$ cat config.mk
export PLATFORM = sky130hd
export DESIGN_NAME = mprng_top
export DESIGN_NICKNAME = d
export VERILOG_FILES = /design/src/rtl/mprng_pkg.sv /design/src/rtl/mprng_selector.sv /design/src/rtl/mprng_tap_decode.sv /design/src/rtl/mprng_shift.sv /design/src/rtl/mprng_word_ctrl.sv /design/src/rtl/mprng_top.sv
export SDC_FILE = /design/constraint.sdc
export NUM_CORES = 1
export LEC_CHECK = 0
export BUFFER_PORTS_ARGS = -buffer_cell sky130_fd_sc_hd__buf_2
export CELL_PAD_IN_SITES_DETAIL_PLACEMENT = 1
export CELL_PAD_IN_SITES_GLOBAL_PLACEMENT = 1
export CORE_ASPECT_RATIO = 0.7
export CORE_UTILIZATION = 37
export CTS_CLUSTER_DIAMETER = 120
export DETAILED_ROUTE_END_ITERATION = 8
export GPL_ROUTABILITY_DRIVEN = 0
export GPL_TIMING_DRIVEN = 0
export PLACE_DENSITY = 0.75
export SLEW_MARGIN = 0
export SYNTH_ARGS = -nofsm -noshare
export SYNTH_HDL_FRONTEND = slang
export SYNTH_SLANG_ARGS = --single-unit
$ cat constraint.sdc
create_clock -name clk -period 1.91 [get_ports clk]
set_input_delay 0.2865 -clock clk [delete_from_list [all_inputs] [get_ports clk]]
set_output_delay 0.2865 -clock clk [all_outputs]
set_load 0.01 [all_outputs]
$ cat src/rtl/mprng_pkg.sv
package mprng_pkg;
   localparam int unsigned MPR_W     = 16;
   localparam int unsigned MPR_NPOLY = 8;

   // Default feedback masks, row 0 at the right; bit i set means register bit i feeds back.
   localparam logic [MPR_NPOLY-1:0][MPR_W-1:0] MPR_DEF_TAPS = {
      16'h8A24, 16'hA840, 16'hC090, 16'h9C00,
      16'h8016, 16'h8805, 16'hB400, 16'hD008
   };

   localparam logic [MPR_W-1:0] MPR_DEF_ZERO_FIX = 16'hACE1;
endpackage

$ cat src/rtl/mprng_selector.sv
module mprng_selector #(
   parameter int unsigned NPOLY  = 8,
   parameter int unsigned PERIOD = 2
) (
   input  logic             clk,
   input  logic             rst_n,
   input  logic             step,
   input  logic             trn_bit,
   output logic [NPOLY-1:0] sel_oh
);
   localparam int unsigned PW = (PERIOD > 1) ? $clog2(PERIOD) : 1;
   localparam logic [PW-1:0] PLAST = PW'(PERIOD - 1);

   logic [PW-1:0]    pcnt_q;
   logic [NPOLY-1:0] rot1, rot2;
   logic             upd;

   assign rot1 = {sel_oh[NPOLY-2:0], sel_oh[NPOLY-1]};
   assign rot2 = {sel_oh[NPOLY-3:0], sel_oh[NPOLY-1:NPOLY-2]};
   assign upd  = step && (pcnt_q == PLAST);

   always_ff @(posedge clk or negedge rst_n) begin
      if (!rst_n) begin
         pcnt_q <= '0;
         sel_oh <= NPOLY'(1);
      end else if (step) begin
         pcnt_q <= upd ? '0 : pcnt_q + 1'b1;
         if (upd) sel_oh <= trn_bit ? rot2 : rot1;
      end
   end
endmodule

$ cat src/rtl/mprng_tap_decode.sv
module mprng_tap_decode #(
   parameter int unsigned W     = 16,
   parameter int unsigned NPOLY = 8,
   parameter logic [NPOLY-1:0][W-1:0] TAPS = '0
) (
   input  logic [NPOLY-1:0] sel_oh,
   output logic [W-1:0]     mask
);
   logic [NPOLY:0][W-1:0] acc;
   assign acc[0] = '0;

   for (genvar g = 0; g < NPOLY; g++) begin : g_row
      assign acc[g+1] = acc[g] | (sel_oh[g] ? TAPS[g] : '0);
   end

   assign mask = acc[NPOLY];
endmodule

$ cat src/rtl/mprng_shift.sv
module mprng_shift #(
   parameter int unsigned W = 16,
   parameter logic [W-1:0] ZERO_FIX = 16'hACE1
) (
   input  logic         clk,
   input  logic         rst_n,
   input  logic         load,
   input  logic [W-1:0] seed,
   input  logic         step,
   input  logic [W-1:0] mask,
   output logic [W-1:0] state
);
   logic fb;
   assign fb = ^(state & mask);

   always_ff @(posedge clk or negedge rst_n) begin
      if (!rst_n)       state <= ZERO_FIX;
      else if (load)    state <= (seed == '0) ? ZERO_FIX : seed;
      else if (step)    state <= {state[W-2:0], fb};
   end
endmodule

$ cat src/rtl/mprng_word_ctrl.sv
module mprng_word_ctrl #(
   parameter int unsigned W = 16
) (
   input  logic clk,
   input  logic rst_n,
   input  logic en,
   input  logic seed_load,
   input  logic req,
   output logic step,
   output logic word_valid
);
   localparam int unsigned CW = $clog2(W);
   localparam logic [CW-1:0] CLAST = CW'(W - 1);

   logic          busy_q;
   logic [CW-1:0] cnt_q;
   logic          last;

   assign step = busy_q && en && !seed_load;
   assign last = step && (cnt_q == CLAST);

   always_ff @(posedge clk or negedge rst_n) begin
      if (!rst_n) begin
         busy_q     <= 1'b0;
         cnt_q      <= '0;
         word_valid <= 1'b0;
      end else begin
         word_valid <= last;
         if (seed_load)          busy_q <= 1'b0;
         else if (last)          busy_q <= 1'b0;
         else if (!busy_q && req) busy_q <= 1'b1;
         if (!busy_q)            cnt_q <= '0;
         else if (step)          cnt_q <= cnt_q + 1'b1;
      end
   end
endmodule

$ cat src/rtl/mprng_top.sv
module mprng_top
   import mprng_pkg::*;
#(
   parameter int unsigned W        = MPR_W,
   parameter int unsigned NPOLY    = MPR_NPOLY,
   parameter int unsigned PERIOD   = 2,
   parameter logic [NPOLY-1:0][W-1:0] TAPS = MPR_DEF_TAPS,
   parameter logic [W-1:0] ZERO_FIX = MPR_DEF_ZERO_FIX
) (
   input  logic         clk,
   input  logic         rst_n,
   input  logic         en,
   input  logic         seed_load,
   input  logic [W-1:0] seed,
   input  logic         trn_bit,
   input  logic         req,
   output logic [W-1:0] word,
   output logic         word_valid
);
   if (NPOLY < 3)      begin : g_chk_np $error("NPOLY must be at least 3"); end
   if (PERIOD < 1)     begin : g_chk_pd $error("PERIOD must be at least 1"); end
   if (W < 4)          begin : g_chk_w  $error("W must be at least 4"); end
   if (ZERO_FIX == '0) begin : g_chk_zf $error("ZERO_FIX must be nonzero"); end
   for (genvar g = 0; g < NPOLY; g++) begin : g_chk_taps
      if (TAPS[g][W-1] != 1'b1) begin : g_bad $error("every mask needs its top bit"); end
   end

   logic             step;
   logic [NPOLY-1:0] sel_oh;
   logic [W-1:0]     mask;

   mprng_word_ctrl #(.W(W)) u_ctrl (
      .clk(clk), .rst_n(rst_n), .en(en), .seed_load(seed_load), .req(req),
      .step(step), .word_valid(word_valid)
   );

   mprng_selector #(.NPOLY(NPOLY), .PERIOD(PERIOD)) u_sel (
      .clk(clk), .rst_n(rst_n), .step(step), .trn_bit(trn_bit), .sel_oh(sel_oh)
   );

   mprng_tap_decode #(.W(W), .NPOLY(NPOLY), .TAPS(TAPS)) u_dec (
      .sel_oh(sel_oh), .mask(mask)
   );

   mprng_shift #(.W(W), .ZERO_FIX(ZERO_FIX)) u_shift (
      .clk(clk), .rst_n(rst_n), .load(seed_load), .seed(seed),
      .step(step), .mask(mask), .state(word)
   );
endmodule

==> flow_summary.json <==
{
  "status": "completed",
  "grt_pass1_wl_um": 7560,
  "clk_pin_slew_worst_paths_ps": 60,
  "wirelength_um": 4560,
  "post_drt_wl_per_cell_um": 18.0,
  "vias": 1391,
  "dr.pass1.iters": 4,
  "skew_ps": 8.47,
  "drv_cap": 0,
  "num_rows": 19,
  "fin_crit_ps": 1860,
  "synthesis.nets": 180,
  "rrSetupSlack_ps": 50,
  "fill_cells": 492,
  "synth_flop_cell": "dfrtp_1",
  "cts_num_sinks": 31,
  "port_buffers": 36,
  "ys_warn_count": 0,
  "area_growth_pct": 20.2,
  "die_w_um": 82.0,
  "pin_count": 39,
  "critPathCaptureType": "register",
  "clkLatencyLatePin_ps": 290,
  "layout_commonest_cell": "buf_2",
  "clock.fmax_mhz": 538,
  "pre_cts_ws_ps": -93.7,
  "syn_area_per_cell_um2": 10.6,
  "ir_drop_mv": 0.447,
  "regArea_um2": 787,
  "root_buffer": "clkbuf_8",
  "n_antenna_cell": 0,
  "initial_core_util": 0.403,
  "setup_viol_count_final": 0,
  "drive_gt1_frac": 0.274,
  "grt_pass1_vias": 1447,
  "crit_path_start": "u_shift.state[5]$_DFFE_PN1P_",
  "synth_edf_count": 0,
  "crit_path_start_kind": "register",
  "syn_area_um2": 1660,
  "rsz0062_at_grt": "true",
  "fin_nets": 223,
  "r2r-end": "u_shift.state[0]$_DFFE_PN1P_",
  "path_max_fanout": 4,
  "crit-reg2reg-launch": "u_shift.state[5]$_DFFE_PN1P_",
  "arrival_ps": 2060,
  "synth_top_family_by_area": "multiplexers",
  "worst_slack_ps": 52.4,
  "cts_setup_buffers": 0,
  "synthMuxAreaShare": 0.156,
  "grt_use_total": 0.224,
  "layout_common_cells": "buf_2 (37), nand2_1 (24), dfrtp_1 (22)",
  "period_share": 0.973,
  "dieHeight_um": 58.0,
  "multiInputGateArea_um2": 851,
  "drtIter0Drc": 47,
  "leakage_nw": 0.920,
  "path_class": "reg2reg",
  "synthXorXnorAreaFrac": 0.0958,
  "cts_inserted_buffers": 5,
  "drcViolationCount": 0,
  "synth_cells": 157,
  "cts_tree": "yes",
  "async_reset_ff_frac": 1.00,
  "die-area_um2": 4760,
  "drtAntennaViolNets": 0,
  "antenna_found_initial": 0,
  "ys_types": 29,
  "maxSlewHeadroom": 0.523,
  "cts.path.max_buffers": 2,
  "p_per_area_nw_per_um2": 766,
  "ys_ff_latch": 31,
  "max_slew.worst_pin.slew_ps": 715,
  "overflow": 0,
  "synth_compound_area_frac": 0.121,
  "hold_path.class": "in2async",
  "grt_max_degree": 32,
  "fp.coreArea_um2": 4110,
  "synth-simple-area-share": 0.128,
  "cp.required_ps": 2110,
  "report.final.slew_viol_count": 0,
  "final_hold_viol_count": 0,
  "yosysSeqAreaShare": 0.475,
  "vias_per_cell": 5.50,
  "ff2ff_path_depth": 6,
  "synthAdderAreaFrac": 0.00755,
  "htree_levels": 2,
  "setup_tns_ps": 0,
  "place_hpwl_um": 3450
}
==> stage by stage <==
step | hold WS (ps) | utilization | std cells | instance area (um2) | total power, W
finish | 51.9 | 0.484 | 253 | 1990 | 0.00153
global route | 93.9 | 0.484 | 253 | 1990 | 0.00161
CTS | 78.4 | 0.483 | 253 | 1980 | 0.00154
detailed placement | 383 | 0.463 | 245 | 1900 | 0.00103
global placement | 360 | 0.463 | 245 | 1900 | 0.00102
floorplan | -9.09 | - | 157 | 1660 | 0.000915
==> layer usage <==
layer  up-vias  track usage  part of all wire
li1        650            -                 -
met1       695        0.309              0.47
met2        39        0.346              0.46
met3         7       0.0567             0.051
met4         0       0.0677             0.013
met5         -            0                 0
==> repair_timing <==
item | in CTS | in global routing
endpoints found under the hold margin | 0 | 0
pin swaps | 1 | 2
endpoints found under the setup margin | 1 | 1
hold buffers | 0 | 0
resized for setup | 0 | 1
==> layout make-up <==
class / instances / share of cell area
well taps: 52 / 0.0327
repair buffers: 36 / 0.0905
clock inverters: 1 / 0.00251
multi-input cells: 119 / 0.427
clock buffers: 7 / 0.0383
plain buffers: 7 / 0.0138
flip-flops and latches: 31 / 0.395
==> worst max path at each step <==
stage / slack (ps) / cells past startpoint / to
CTS: 50 / 6 / u_shift.state[0]$_DFFE_PN1P_
finish: 50 / 6 / u_shift.state[0]$_DFFE_PN1P_
floorplan: 60 / 6 / u_shift.state[0]$_DFFE_PN1P_
global route: -50 / 6 / u_shift.state[0]$_DFFE_PN1P_
global placement: 20 / 6 / u_shift.state[0]$_DFFE_PN1P_
detailed placement: -90 / 6 / u_shift.state[0]$_DFFE_PN1P_
==> where the power goes <==
group	internal [W]	total (W)	switching, W
clock network	0.000255	0.000504	0.000249
registers	0.000720	0.000781	0.0000606
logic	0.000115	0.000240	0.000125
==> flip-flops by register name (all words and copies together), names as in the netlist <==
signal / count
u_ctrl.busy_q: 1
u_ctrl.cnt_q: 4
u_ctrl.word_valid: 1
u_sel.pcnt_q: 1
u_sel.sel_oh: 8
u_shift.state: 16
==> critical path, cell delays in order, from the launching register on <==
cell and delay (ps):
dfstp_2 570, xnor3_1 300, mux2i_1 180, xnor3_1 270
xnor2_1 190, xnor2_1 160, o22ai_1 110
==> synthesized netlist by cell type (2+ instances only) <==
cell type  instances  area (um2)
o21ai_0            3        15.0
nor4_1             5        31.3
mux2i_1           18         180
nand2_1           24        90.1
nor2b_1            2        12.5
xnor3_1            2        45.0
mux2_1             6        67.6
nand3_1            3        15.0
xor2_1             2        17.5
nor2_1             3        11.3
dfrtp_1           22         551
o21ai_1           18        90.1
nand4_1            2        12.5
dfstp_2            9         236
and2_1             3        18.8
a21oi_1            2        10.0
clkbuf_1           5        18.8
xnor2_1           11        96.3
o22a_1             7        61.3
==> logic make-up after synthesis <==
kind of cell,after synthesis
buffers and inverters,7
DFF,31
AOI/OAI and AO/OA,33
adders and majority gates,1
and+or+nand+nor,45
xor gates and xnor gates,15
muxes,25
(Power assumes the default switching activity.)
